[src/rtl/isa_io_window.sv]
module isa_io_window #(
  parameter int ADDR_W = 10,
  parameter int RAP_W = 4,
  parameter int RST_CYC = 4,
  parameter logic [127:0] STATION = 128'hF0E1D2C3B4A5968778695A4B3C2D1E0F
) (
  input  logic              clk,
  input  logic              rst_n,
  input  logic [ADDR_W-1:0] base_addr,
  input  logic [ADDR_W-1:0] addr,
  input  logic              ior,
  input  logic              iow,
  input  logic              byte_mode,
  input  logic [15:0]       wdata,
  output logic [15:0]       rdata,
  output logic              sel,
  output logic              cs16,
  output logic              soft_rst
);
  localparam int NREG = 1 << RAP_W;
  localparam int CW = $clog2(RST_CYC + 1);
  localparam int WIN = 24;

  logic [ADDR_W-1:0] diff;
  logic              hit;
  logic [4:0]        off;
  logic [3:0]        widx;
  logic              is_port;

  logic [RAP_W-1:0]  ptr;
  logic [15:0]       bank_a [NREG];
  logic [15:0]       bank_b [NREG];
  logic [CW-1:0]     rcnt;
  logic [7:0]        stage_lo;
  logic [3:0]        stage_idx;
  logic              stage_v;
  logic [7:0]        hold_hi;

  logic [15:0]       rd_word;
  logic              wr_go;
  logic [15:0]       wr_word;
  logic              rst_hit;

  assign diff    = addr - base_addr;
  assign hit     = (addr >= base_addr) && (diff < ADDR_W'(WIN));
  assign off     = diff[4:0];
  assign widx    = off[4:1];
  assign is_port = off[4];

  assign sel      = hit && (ior || iow);
  assign cs16     = sel && !byte_mode && is_port;
  assign soft_rst = (rcnt != '0);
  assign rst_hit  = ior && hit && (widx == 4'd10);

  always_comb begin
    rd_word = 16'h0000;
    if (!is_port)
      rd_word = STATION[{widx[2:0], 4'b0000} +: 16];
    else
      case (widx)
        4'd8:    rd_word = bank_a[ptr];
        4'd9:    rd_word = {{(16-RAP_W){1'b0}}, ptr};
        4'd11:   rd_word = bank_b[ptr];
        default: rd_word = 16'h0000;
      endcase
  end

  always_comb begin
    rdata = 16'h0000;
    if (ior && hit) begin
      if (!byte_mode)
        rdata = rd_word;
      else if (!off[0])
        rdata = {8'h00, rd_word[7:0]};
      else if (!is_port)
        rdata = {8'h00, rd_word[15:8]};
      else
        rdata = {8'h00, hold_hi};
    end
  end

  always_comb begin
    wr_go   = 1'b0;
    wr_word = wdata;
    if (iow && hit) begin
      if (!byte_mode)
        wr_go = 1'b1;
      else if (off[0] && stage_v && stage_idx == widx) begin
        wr_go   = 1'b1;
        wr_word = {wdata[7:0], stage_lo};
      end
    end
  end

  always_ff @(posedge clk or negedge rst_n) begin
    if (!rst_n)
      rcnt <= '0;
    else if (rst_hit && !soft_rst)
      rcnt <= CW'(RST_CYC);
    else if (soft_rst)
      rcnt <= rcnt - 1'b1;
  end

  always_ff @(posedge clk or negedge rst_n) begin
    if (!rst_n) begin
      stage_v   <= 1'b0;
      stage_lo  <= 8'h00;
      stage_idx <= 4'd0;
      hold_hi   <= 8'h00;
    end else begin
      if (iow && hit && byte_mode) begin
        if (!off[0]) begin
          stage_v   <= 1'b1;
          stage_lo  <= wdata[7:0];
          stage_idx <= widx;
        end else begin
          stage_v <= 1'b0;
        end
      end
      if (ior && hit && byte_mode && is_port && !off[0])
        hold_hi <= rd_word[15:8];
    end
  end

  always_ff @(posedge clk or negedge rst_n) begin
    if (!rst_n)
      ptr <= '0;
    else if (soft_rst)
      ptr <= '0;
    else if (wr_go && widx == 4'd9)
      ptr <= wr_word[RAP_W-1:0];
  end

  for (genvar g = 0; g < NREG; g++) begin : g_bank
    always_ff @(posedge clk or negedge rst_n) begin
      if (!rst_n) begin
        bank_a[g] <= 16'h0000;
        bank_b[g] <= 16'h0000;
      end else if (soft_rst) begin
        bank_a[g] <= 16'h0000;
        bank_b[g] <= 16'h0000;
      end else if (wr_go && ptr == RAP_W'(g)) begin
        if (widx == 4'd8)  bank_a[g] <= wr_word;
        if (widx == 4'd11) bank_b[g] <= wr_word;
      end
    end
  end
endmodule


[config.mk]
export PLATFORM = sky130hd
export DESIGN_NAME = isa_io_window
export DESIGN_NICKNAME = d
export VERILOG_FILES = /design/src/rtl/isa_io_window.sv
export SDC_FILE = /design/constraint.sdc
export NUM_CORES = 1
export LEC_CHECK = 0
export BUFFER_PORTS_ARGS = -buffer_cell sky130_fd_sc_hd__buf_2
export CAP_MARGIN = 5
export CORE_MARGIN = 2
export CORE_UTILIZATION = 46
export DETAILED_ROUTE_END_ITERATION = 6
export HOLD_SLACK_MARGIN = 0.05
export SLEW_MARGIN = 20
export SYNTH_ARGS = -nofsm -noshare
export SYNTH_HDL_FRONTEND = slang
export SYNTH_SLANG_ARGS = --single-unit
export TNS_END_PERCENT = 5
[constraint.sdc]
create_clock -name clk -period 3.5 [get_ports clk]
set_clock_uncertainty 0.15 [all_clocks]
set_input_delay 0.35 -clock clk [delete_from_list [all_inputs] [get_ports clk]]
set_output_delay 0.35 -clock clk [all_outputs]
set_load 0.02 [all_outputs]
==> impl_metrics.ini, run 1 <==
[run_status]
outcome = complete, but fails checks
violations = negative setup slack

[hold_path]
whs_endpoint = bank_a[157]$_DFFE_PN0P_
hp-class = input port to register
min_from = wdata[13]
holdPathStages = 4

[worst_setup_path]
criticalPathCategory = register to primary output
crit_buf_inv = 3
crit_top_cell = mux4_2
reg2reg_to = hold_hi[7]$_DFFE_PN0P_
crit_path_end_kind = primary output
slowest_stage = mux4_2
reg2reg_slack_ns = 0.54
cpPeakStageDelay_ns = 0.61
r2r_start = ptr[0]$_DFFE_PN0P_
reg2reg_depth = 8
path_max_fanout = 8
crit_family = multiplexers
cp.arrival_ns = 3.35
crit_chain = buf_12, mux4_2, mux4_2, mux2i_4, o21ai_2, a221oi_2, buf_4, nor3_4, buf_6
cp.required_ns = 3.00
start_kind = register

[power_and_ir_drop]
p_sw_mw = 4.95
leakage_nw = 13.4
powerDensity_nw_per_um2 = 516
pwr-share-clk_pct = 38.3
peakVddDrop_uv = 301
swShare_pct = 31.0
p_int_mw = 11.0
p_total_mw = 16.0
comb_power_share_pct = 22.3
p_seq_share_pct = 39.4

[placed_design]
post-place-ws_ns = -0.223
place.port_buffers = 59
place.gp.congestion = 0.918
hpwl_um = 58900

[synth]
postSynth.topFlopCell = dfrtp_1
synth-edff-count = 0
yosysWarnings = 0
ys_ff_latch = 540
syn-num-nets = 1815
postSynthAreaPerCell_um2 = 14.2
syn-instance-count = 1761
async_flop_share_pct = 100
synth.cell_area_um2 = 24900
ys_seq_area_share_pct = 54.2
yosysUniqueCellTypes = 63

[clock_tree]
cts_tree = built
cts_buffer_depth = 3
clk_pin_slew_worst_paths_ns = 0.06
cts-root-buf = clkbuf_16
clkSinkCount = 540
cts_made_buffers = 56
ctsHtreeMaxLevel = 2
insertion_delay_ns = 0.61

[global_routing]
globalRouteMet1Util_pct = 46.2
antenna_found_initial = 2
grt_usage_pct = 32.3
grt_pass1_wl_um = 133000
grt_max_degree = 90
grt.busiest_layer = met2
grt_util_met3_pct = 8.81
grt_overflow = 0
first_global_vias = 19000
grtUsageMet2_pct = 48.0

[detailed_routing]
drc = 0
first_pass_iters = 7
drtAntennaViolNets = 0
avgRoutedWirePerCell_um = 32.9
routed_wl_um = 88300
drt-vias-per-instance = 6.89
drtIter0Drc = 2263
num_vias = 18500

[sta]
min_period_ns = 3.85
slew_headroom_pct = 45.0
fmax_mhz = 260
hold_viol_final = 0
worst_pin_slew_ns = 0.825
period_share_pct = 110
final_max_slew_viol_count = 0
finalSetupViolations = 16
rsz0062_at_grt = yes
layout_setup_ws_ns = -0.348

[floorplan]
die_w_um = 237
start_util_pct = 46.4
ioPinCount = 60
die_h_um = 237
die-area_um2 = 56100
rows = 85
core_area_um2 = 53700

[cells_and_area]
nFillCells = 4160
antenna_cells = 0
layout-drive-gt1-share_pct = 32.5
area_growth_pct = 24.2
layout.nets = 2002

[run]
max-cap-violations = 0
[sequential cells by signal (all words and copies together) (netlist names)]
register / count
stage_v: 1
hold_hi: 8
bank_a: 256
stage_idx: 4
bank_b: 256
ptr: 4
stage_lo: 8
rcnt: 3
[kinds of logic (layout without fill, tap and decap cells)]
group / after synthesis / in the layout / share of synthesized area, %
flops: 540 / 540 / 54.2
fa+ha+maj: 13 / 13 / 0.682
buf+inv: 206 / 433 / 3.52
compound gates: 626 / 626 / 21.1
simple gates: 147 / 147 / 3.21
xor+xnor: 11 / 11 / 0.447
mux: 218 / 218 / 16.9
[through the flow]
step	cells	setup TNS [ns]	hold WS, ns	cell area [µm²]	utilization, %
after floorplan	1761	-8.83	-0.0956	25100	-
after global placement	2558	-49.50	0.308	28500	53.1
after detailed placement	2558	-57.58	0.318	28500	53.1
after CTS	2683	-3.89	0.109	30900	57.5
after global routing	2684	-5.02	0.126	31000	57.7
final	2684	-3.95	0.123	31000	57.7
[tightest hold or removal path, stage by stage]
cell and delay, ns:
buf_2 0.13, mux2i_4 0.09, buf_12 0.15, o2bb2ai_1 0.12
[synthesized netlist by cell type, types with 7 or more instances]
cell	instances	area, µm²
ha_1	12	150
a21oi_1	22	110
xnor2_1	7	61.3
mux2_2	28	315
a22o_1	163	1430
nand2_1	24	90.1
o2bb2ai_1	354	3100
and3_1	19	119
nor3_1	17	85.1
buf_1	13	48.8
a31oi_1	35	219
nand3_1	33	165
buf_2	62	310
inv_1	25	93.8
nor2_1	21	78.8
dfrtp_1	540	13500
o21ai_0	14	70.1
mux2i_1	31	310
clkbuf_1	99	372
mux4_2	159	3580
[worst max path at each step]
stage	endpoint	slack (ns)	startpoint	cells after the start
3_5_place_dp	bank_a[97]$_DFFE_PN0P_	-0.22	addr[0]	13
2_1_floorplan	bank_a[185]$_DFFE_PN0P_	-0.06	addr[0]	12
6_report	rdata[3]	-0.35	ptr[0]$_DFFE_PN0P_	9
3_3_place_gp	bank_b[97]$_DFFE_PN0P_	-0.22	base_addr[0]	12
4_1_cts	rdata[15]	-0.33	ptr[0]$_DFFE_PN0P_	8
5_1_grt	rdata[3]	-0.39	ptr[0]$_DFFE_PN0P_	9
[layout make-up]
| class | instances | area [µm²] | area share (%) |
|---|---|---|---|
| clock inverter | 18 | 219 | 0.707 |
| timing repair buffer | 308 | 3600 | 11.6 |
| sequential | 540 | 13500 | 43.7 |
| tap | 696 | 871 | 2.81 |
| clock buffer | 80 | 1640 | 5.30 |
| multi-input combinational | 1015 | 11000 | 35.6 |
| inverter | 27 | 101 | 0.327 |
[placed cells by master, fill, tap and decap left out, drive strengths merged, types with 10 or more instances in the layout]
cell	Yosys	routed
o21ai	14	14
nor2	21	21
a31oi	35	35
mux4	159	159
dlygate4sd3	0	10
clkbuf	99	80
and3	19	19
o2bb2ai	354	354
a21oi	23	23
mux2	28	28
clkinv	1	14
buf	80	296
inv	26	26
mux2i	31	31
nand3	33	33
nand2	24	24
ha	12	12
nor3	18	18
dfrtp	540	540
a22o	163	163
[power groups by stage]
stage	Clock, mW	Sequential [mW]	Combinational (mW)
final	6.13	6.30	3.56
after global routing	6.43	6.30	3.65
after CTS	6.16	6.30	3.46
after detailed placement	0	6.42	3.41
after global placement	0	6.41	3.38
after floorplan	0	6.41	1.31
[routing by layer]
metal  part of all wire (%)  wire, µm
met1                     41     36300
met2                     44     39300
met3                     11      9640
met4                    3.4      3040
met5                  0.011        10
[repair_timing]
item	CTS	global route
cloned	2	0
hold endpoints to repair	86	0
pin swaps	12	9
setup buffers	15	2
endpoints found under the setup margin	17	18
resized for setup	50	23
hold buffers	10	0
Note: power is estimated with default switching activity, not from simulation.
==> run 2, diff against run 1 <==
Settings changed: CORE_ASPECT_RATIO set to 0.8.
==> run 2 against run 1 <==
The flow still finishes with violations (negative setup slack). First-iteration DRC count fell by 5.7%. Final area about the same. Core utilization about the same. Critical path depth unchanged. Sequential cell count unchanged. Via count grew 1.1%. Hold slack worse by 0.0083 ns. Maximum frequency down 0.79%. Sequential share of layout area barely moved. Non-clock buffer count grew 17. Clock-buffer cell count shrank 4. Critical path type unchanged. Highest routed layer unchanged.
==> impl_metrics.ini, run 2 (synthesis results as in run 1) <==
[cells_and_area]
mostFrequentLayoutCells = 536 x dfrtp_1, 354 x o2bb2ai_1, 160 x a22o_1
final_common_cell = dfrtp_1
area_growth_pct = 24.3
layout-drive-gt1-share_pct = 32.6
layout.nets = 2017
instances_no_fill = 2709
reg.largest.list = bank_a: 256 flops, bank_b: 256 flops

[worst_setup_path]
path_max_fanout = 12
crit_chain = buf_12, buf_16, buf_12, mux4_2, mux4_2, a22oi_2, buf_4, a211oi_1, buf_2
criticalPathCategory = register to primary output
start_kind = register
cpPeakStageDelay_ns = 0.61
slowest_stage = mux4_2
cp.arrival_ns = 3.38
cp.required_ns = 3.00
crit_path_end_kind = primary output

[clock_tree]
cts_buffer_depth = 3
clk_pin_slew_worst_paths_ns = 0.06
ctsHtreeMaxLevel = 2
insertion_delay_ns = 0.62
cts_made_buffers = 54
cts_tree = built
clkSinkCount = 540
cts-root-buf = clkbuf_16

[power_and_ir_drop]
p_seq_share_pct = 40.3
swShare_pct = 30.6
leakage_nw = 13.5
powerDensity_nw_per_um2 = 505
comb_power_share_pct = 21.5
pwr-share-clk_pct = 38.2
peakVddDrop_uv = 361
p_sw_mw = 4.79
p_int_mw = 10.8

[detailed_routing]
routed_wl_um = 88500
routed-wl-met2_um = 36000
drtIter0Drc = 2133
avgRoutedWirePerCell_um = 32.7
first_pass_iters = 5
num_vias = 18700
dr_wl_met3_um = 11900
drc = 0
drtAntennaViolNets = 0
wl_met1_um = 37600
highest_layer = met5
drt-vias-per-instance = 6.90

[sta]
setup_tns_ns = -4.78
layout_setup_ws_ns = -0.379
period_share_pct = 111
worst_pin_slew_ns = 1.09
rsz0062_at_grt = yes
finalSetupViolations = 16
slew_headroom_pct = 27.0
hold_viol_final = 0
fmax_mhz = 258
final_max_slew_viol_count = 0
min_period_ns = 3.88

[run_status]
outcome = complete, but fails checks
violations = negative setup slack

[floorplan]
die_h_um = 212
core_area_um2 = 53700
rows = 76
ioPinCount = 60
die_w_um = 264
die-area_um2 = 56100
start_util_pct = 46.4

[global_routing]
antenna_found_initial = 5
first_global_vias = 18900
grt_pass1_wl_um = 132000
grt_usage_pct = 32.2
grt_overflow = 0
grt_max_degree = 107

[placed_design]
hpwl_um = 59600
place.gp.congestion = 0.940
place.port_buffers = 59
post-place-ws_ns = -0.280
dpl.cell_count = 2583

[hold_path]
hp-class = input port to register

[run]
max-cap-violations = 0
run 2: per-layer routing:
layer  track usage (%)  vias up
met5                 0        -
met4              10.2        2
met3              13.5      183
met2              43.6     1099
met1              46.7     9853
li1                  -     7551
run 2: path summary, 6_finish.rpt:
kind	startpoint	to	slack, ns	depth (start not counted)
max	ptr[0]$_DFFE_PN0P_	rdata[12]	-0.38	9
min	wdata[9]	bank_a[201]$_DFFE_PN0P_	0.12	4
max reg2reg	ptr[0]$_DFFE_PN0P_	hold_hi[3]$_DFFE_PN0P_	0.43	10
min reg2reg	bank_a[150]$_DFFE_PN0P_	bank_a[150]$_DFFE_PN0P_	0.33	1
max in group asynchronous	rst_n	ptr[1]$_DFFE_PN0P_	1.90	3
min in group asynchronous	rst_n	stage_idx[2]$_DFFE_PN0P_	0.25	2
run 2: final cells by class:
type	count	area (µm²)
fill	4143	22700
timing repair buffer	325	3710
multi-input combinational	1015	11000
antenna	3	7.51
inverter	27	101
clock inverter	21	226
tap	702	878
sequential	540	13500
clock buffer	76	1580
run 2: what timing repair did:
item                                    in CTS  in global routing
cloned                                       1                  0
endpoints found under the hold margin      100                  0
buffers inserted                            13                  1
hold buffers                                11                  0
endpoints found under the setup margin      18                 18
gates resized for setup                     38                 15
pin swaps                                    9                  3
run 2: power by group through the flow:
stage | clock network, mW | registers [mW] | logic, mW
global placement | 0 | 6.42 | 3.23
CTS | 6.02 | 6.30 | 3.28
global route | 6.26 | 6.30 | 3.48
finish | 5.97 | 6.30 | 3.36
detailed placement | 0 | 6.42 | 3.24
floorplan | 0 | 6.41 | 1.31
run 2: critical path: cells and delay by family (launching register included):
family	cells	cell delay, ns
compound gates	2	0.34
flops	1	0.45
buf+inv	5	0.83
mux	2	1.13
run 2: stage by stage:
stage                     area [µm²]  hold WS (ns)  utilization, %  power [mW]
after floorplan                25100       -0.0956               -        7.72
after global placement         28700         0.315            53.4        9.64
after detailed placement       28700         0.318            53.4        9.66
after CTS                      30900        0.0916            57.5        15.6
after global routing           31000         0.124            57.7        16.0
final                          31000         0.115            57.7        15.6
==> run 3, diff against run 2 <==
Clock period 3.5 ns to 4.9 ns, I/O delays scaled along.
==> run 3 against run 2 <==
The run now ends clean. Routed wire length is 2.1% lower. Clock-buffer cell count is 4 higher. First-iteration DRC count is 2.9% higher. Non-clock buffer count is 136 lower. Total power is 31% lower. Sequential share of layout area is 3.7 points higher. Hold slack worse by 0.020 ns. Final cell count is 5.0% lower. Register-to-register slack better by 0.82 ns. Global-route usage is 0.75 points lower. Sequential cell count stayed put.
==> impl_metrics.ini, run 3 (synthesis results as in run 1) <==
[cells_and_area]
finalCoreUtilization_pct = 53.2
layout.nets = 1882
area_growth_pct = 14.6
final_common_cell = dfrtp_1
nFillCells = 4348
fin_area_um2 = 28600
seq_area_um2 = 13500
mostFrequentLayoutCells = 536 x dfrtp_1, 354 x o2bb2ai_1, 163 x a22o_1
reg.largest.list = bank_a: 256 flops, bank_b: 256 flops
layout-drive-gt1-share_pct = 26.5
multi_input_comb_area_um2 = 10700

[sta]
final_max_slew_viol_count = 0
slew_headroom_pct = 24.3
min_period_ns = 4.69
hold_viol_final = 0
hold_ws_ns = 0.0947
rsz0062_at_grt = no
worst_pin_slew_ns = 1.14
period_share_pct = 95.8
fmax_mhz = 213
setup_tns_ns = 0
finalSetupViolations = 0

[power_and_ir_drop]
p_total_mw = 10.7
leakage_nw = 12.4
peakVddDrop_uv = 249
powerDensity_nw_per_um2 = 376

[placed_design]
hpwl_um = 55300
place.gp.congestion = 0.894
placed_area_um2 = 26700
place.port_buffers = 59

[hold_path]
hp-class = input port to register

[clock_tree]
cts_buffer_depth = 3
ctsHoldBuffers = 2
clkSinkCount = 540
cts_tree = built
post_cts_resized = 0
clk_pin_slew_worst_paths_ns = 0.06
ctsHtreeMaxLevel = 2
cts-root-buf = clkbuf_16
post_cts_buffers = 0
insertion_delay_ns = 0.61
cts_made_buffers = 55

[floorplan]
core_area_um2 = 53700
ioPinCount = 60
rows = 76
die-area_um2 = 56100
die_h_um = 212
start_util_pct = 46.4
die_w_um = 264

[detailed_routing]
num_vias = 18200
first_pass_iters = 5
drt-vias-per-instance = 7.06
drc = 0
routed_wl_um = 86600
drtIter0Drc = 2194
drtAntennaViolNets = 0
avgRoutedWirePerCell_um = 33.7

[worst_setup_path]
crit_buf_inv = 3
crit_path_end_kind = primary output
criticalPathCategory = register to primary output
cpPeakStageDelay_ns = 0.89
cp.arrival_ns = 4.05
path_max_fanout = 29
cp.required_ns = 4.26
crit_family = multiplexers
crit_top_cell = mux4_2
slowest_stage = dfrtp_4
start_kind = register
crit_chain = buf_12, buf_4, mux4_2, mux4_2, a2111oi_0, nor3_1, buf_2

[run]
max-cap-violations = 0

[global_routing]
grt_pass1_wl_um = 128000
grt_overflow = 0
antenna_found_initial = 5
grt_usage_pct = 31.4
grt_max_degree = 122
first_global_vias = 17900

[run_status]
outcome = completed
run 3: path summary, 6_finish.rpt:
kind,startpoint,cells past startpoint,end,slack [ns]
worst max-delay path,ptr[0]$_DFFE_PN0P_,7,rdata[0],0.21
worst min-delay path,wdata[6],2,stage_lo[6]$_DFFE_PN0P_,0.09
worst max register to register,ptr[0]$_DFFE_PN0P_,6,hold_hi[3]$_DFFE_PN0P_,1.25
worst min register to register,bank_b[117]$_DFFE_PN0P_,1,bank_b[117]$_DFFE_PN0P_,0.33
max in group asynchronous,rst_n,4,bank_b[66]$_DFFE_PN0P_,3.04
min in group asynchronous,rst_n,2,stage_idx[1]$_DFFE_PN0P_,0.18
run 3: worst reg2reg max path: stages, from the launching register on:
cell	delay, ns
dfrtp_4	0.89
buf_4	0.40
mux4_2	0.65
mux4_2	0.56
a221oi_1	0.53
nor2_1	0.07
mux2_2	0.28
run 3: per-stage QoR:
stage	setup slack [ns]	std cells
finish	0.208	2574
global route	0.0952	2572
CTS	0.272	2571
detailed placement	0.428	2470
global placement	0.512	2470
floorplan	0.751	1761
run 3: cell type report:
class / count / area share, %
Sequential cell: 540 / 47.3
Multi-Input combinational cell: 1015 / 37.4
Clock buffer: 80 / 5.79
Timing Repair Buffer: 189 / 5.45
Tap cell: 702 / 3.07
Clock inverter: 19 / 0.574
Inverter: 27 / 0.355
Antenna cell: 2 / 0.0175
run 3: metal layers:
| metal | GRT usage [%] | wire length (µm) |
|---|---|---|
| met2 | 43.2 | 36500 |
| met5 | 0.697 | 61 |
| met1 | 45.9 | 35800 |
| met3 | 11.9 | 11700 |
| met4 | 9.95 | 2650 |
run 3: power breakdown:
part	leakage [nW]	internal [mW]	switching (mW)	total [mW]
clock network	0.898	2.44	1.84	4.28
logic	3.97	0.425	1.54	1.96
registers	7.49	4.48	0.0177	4.50
total	12.4	7.35	3.40	10.7
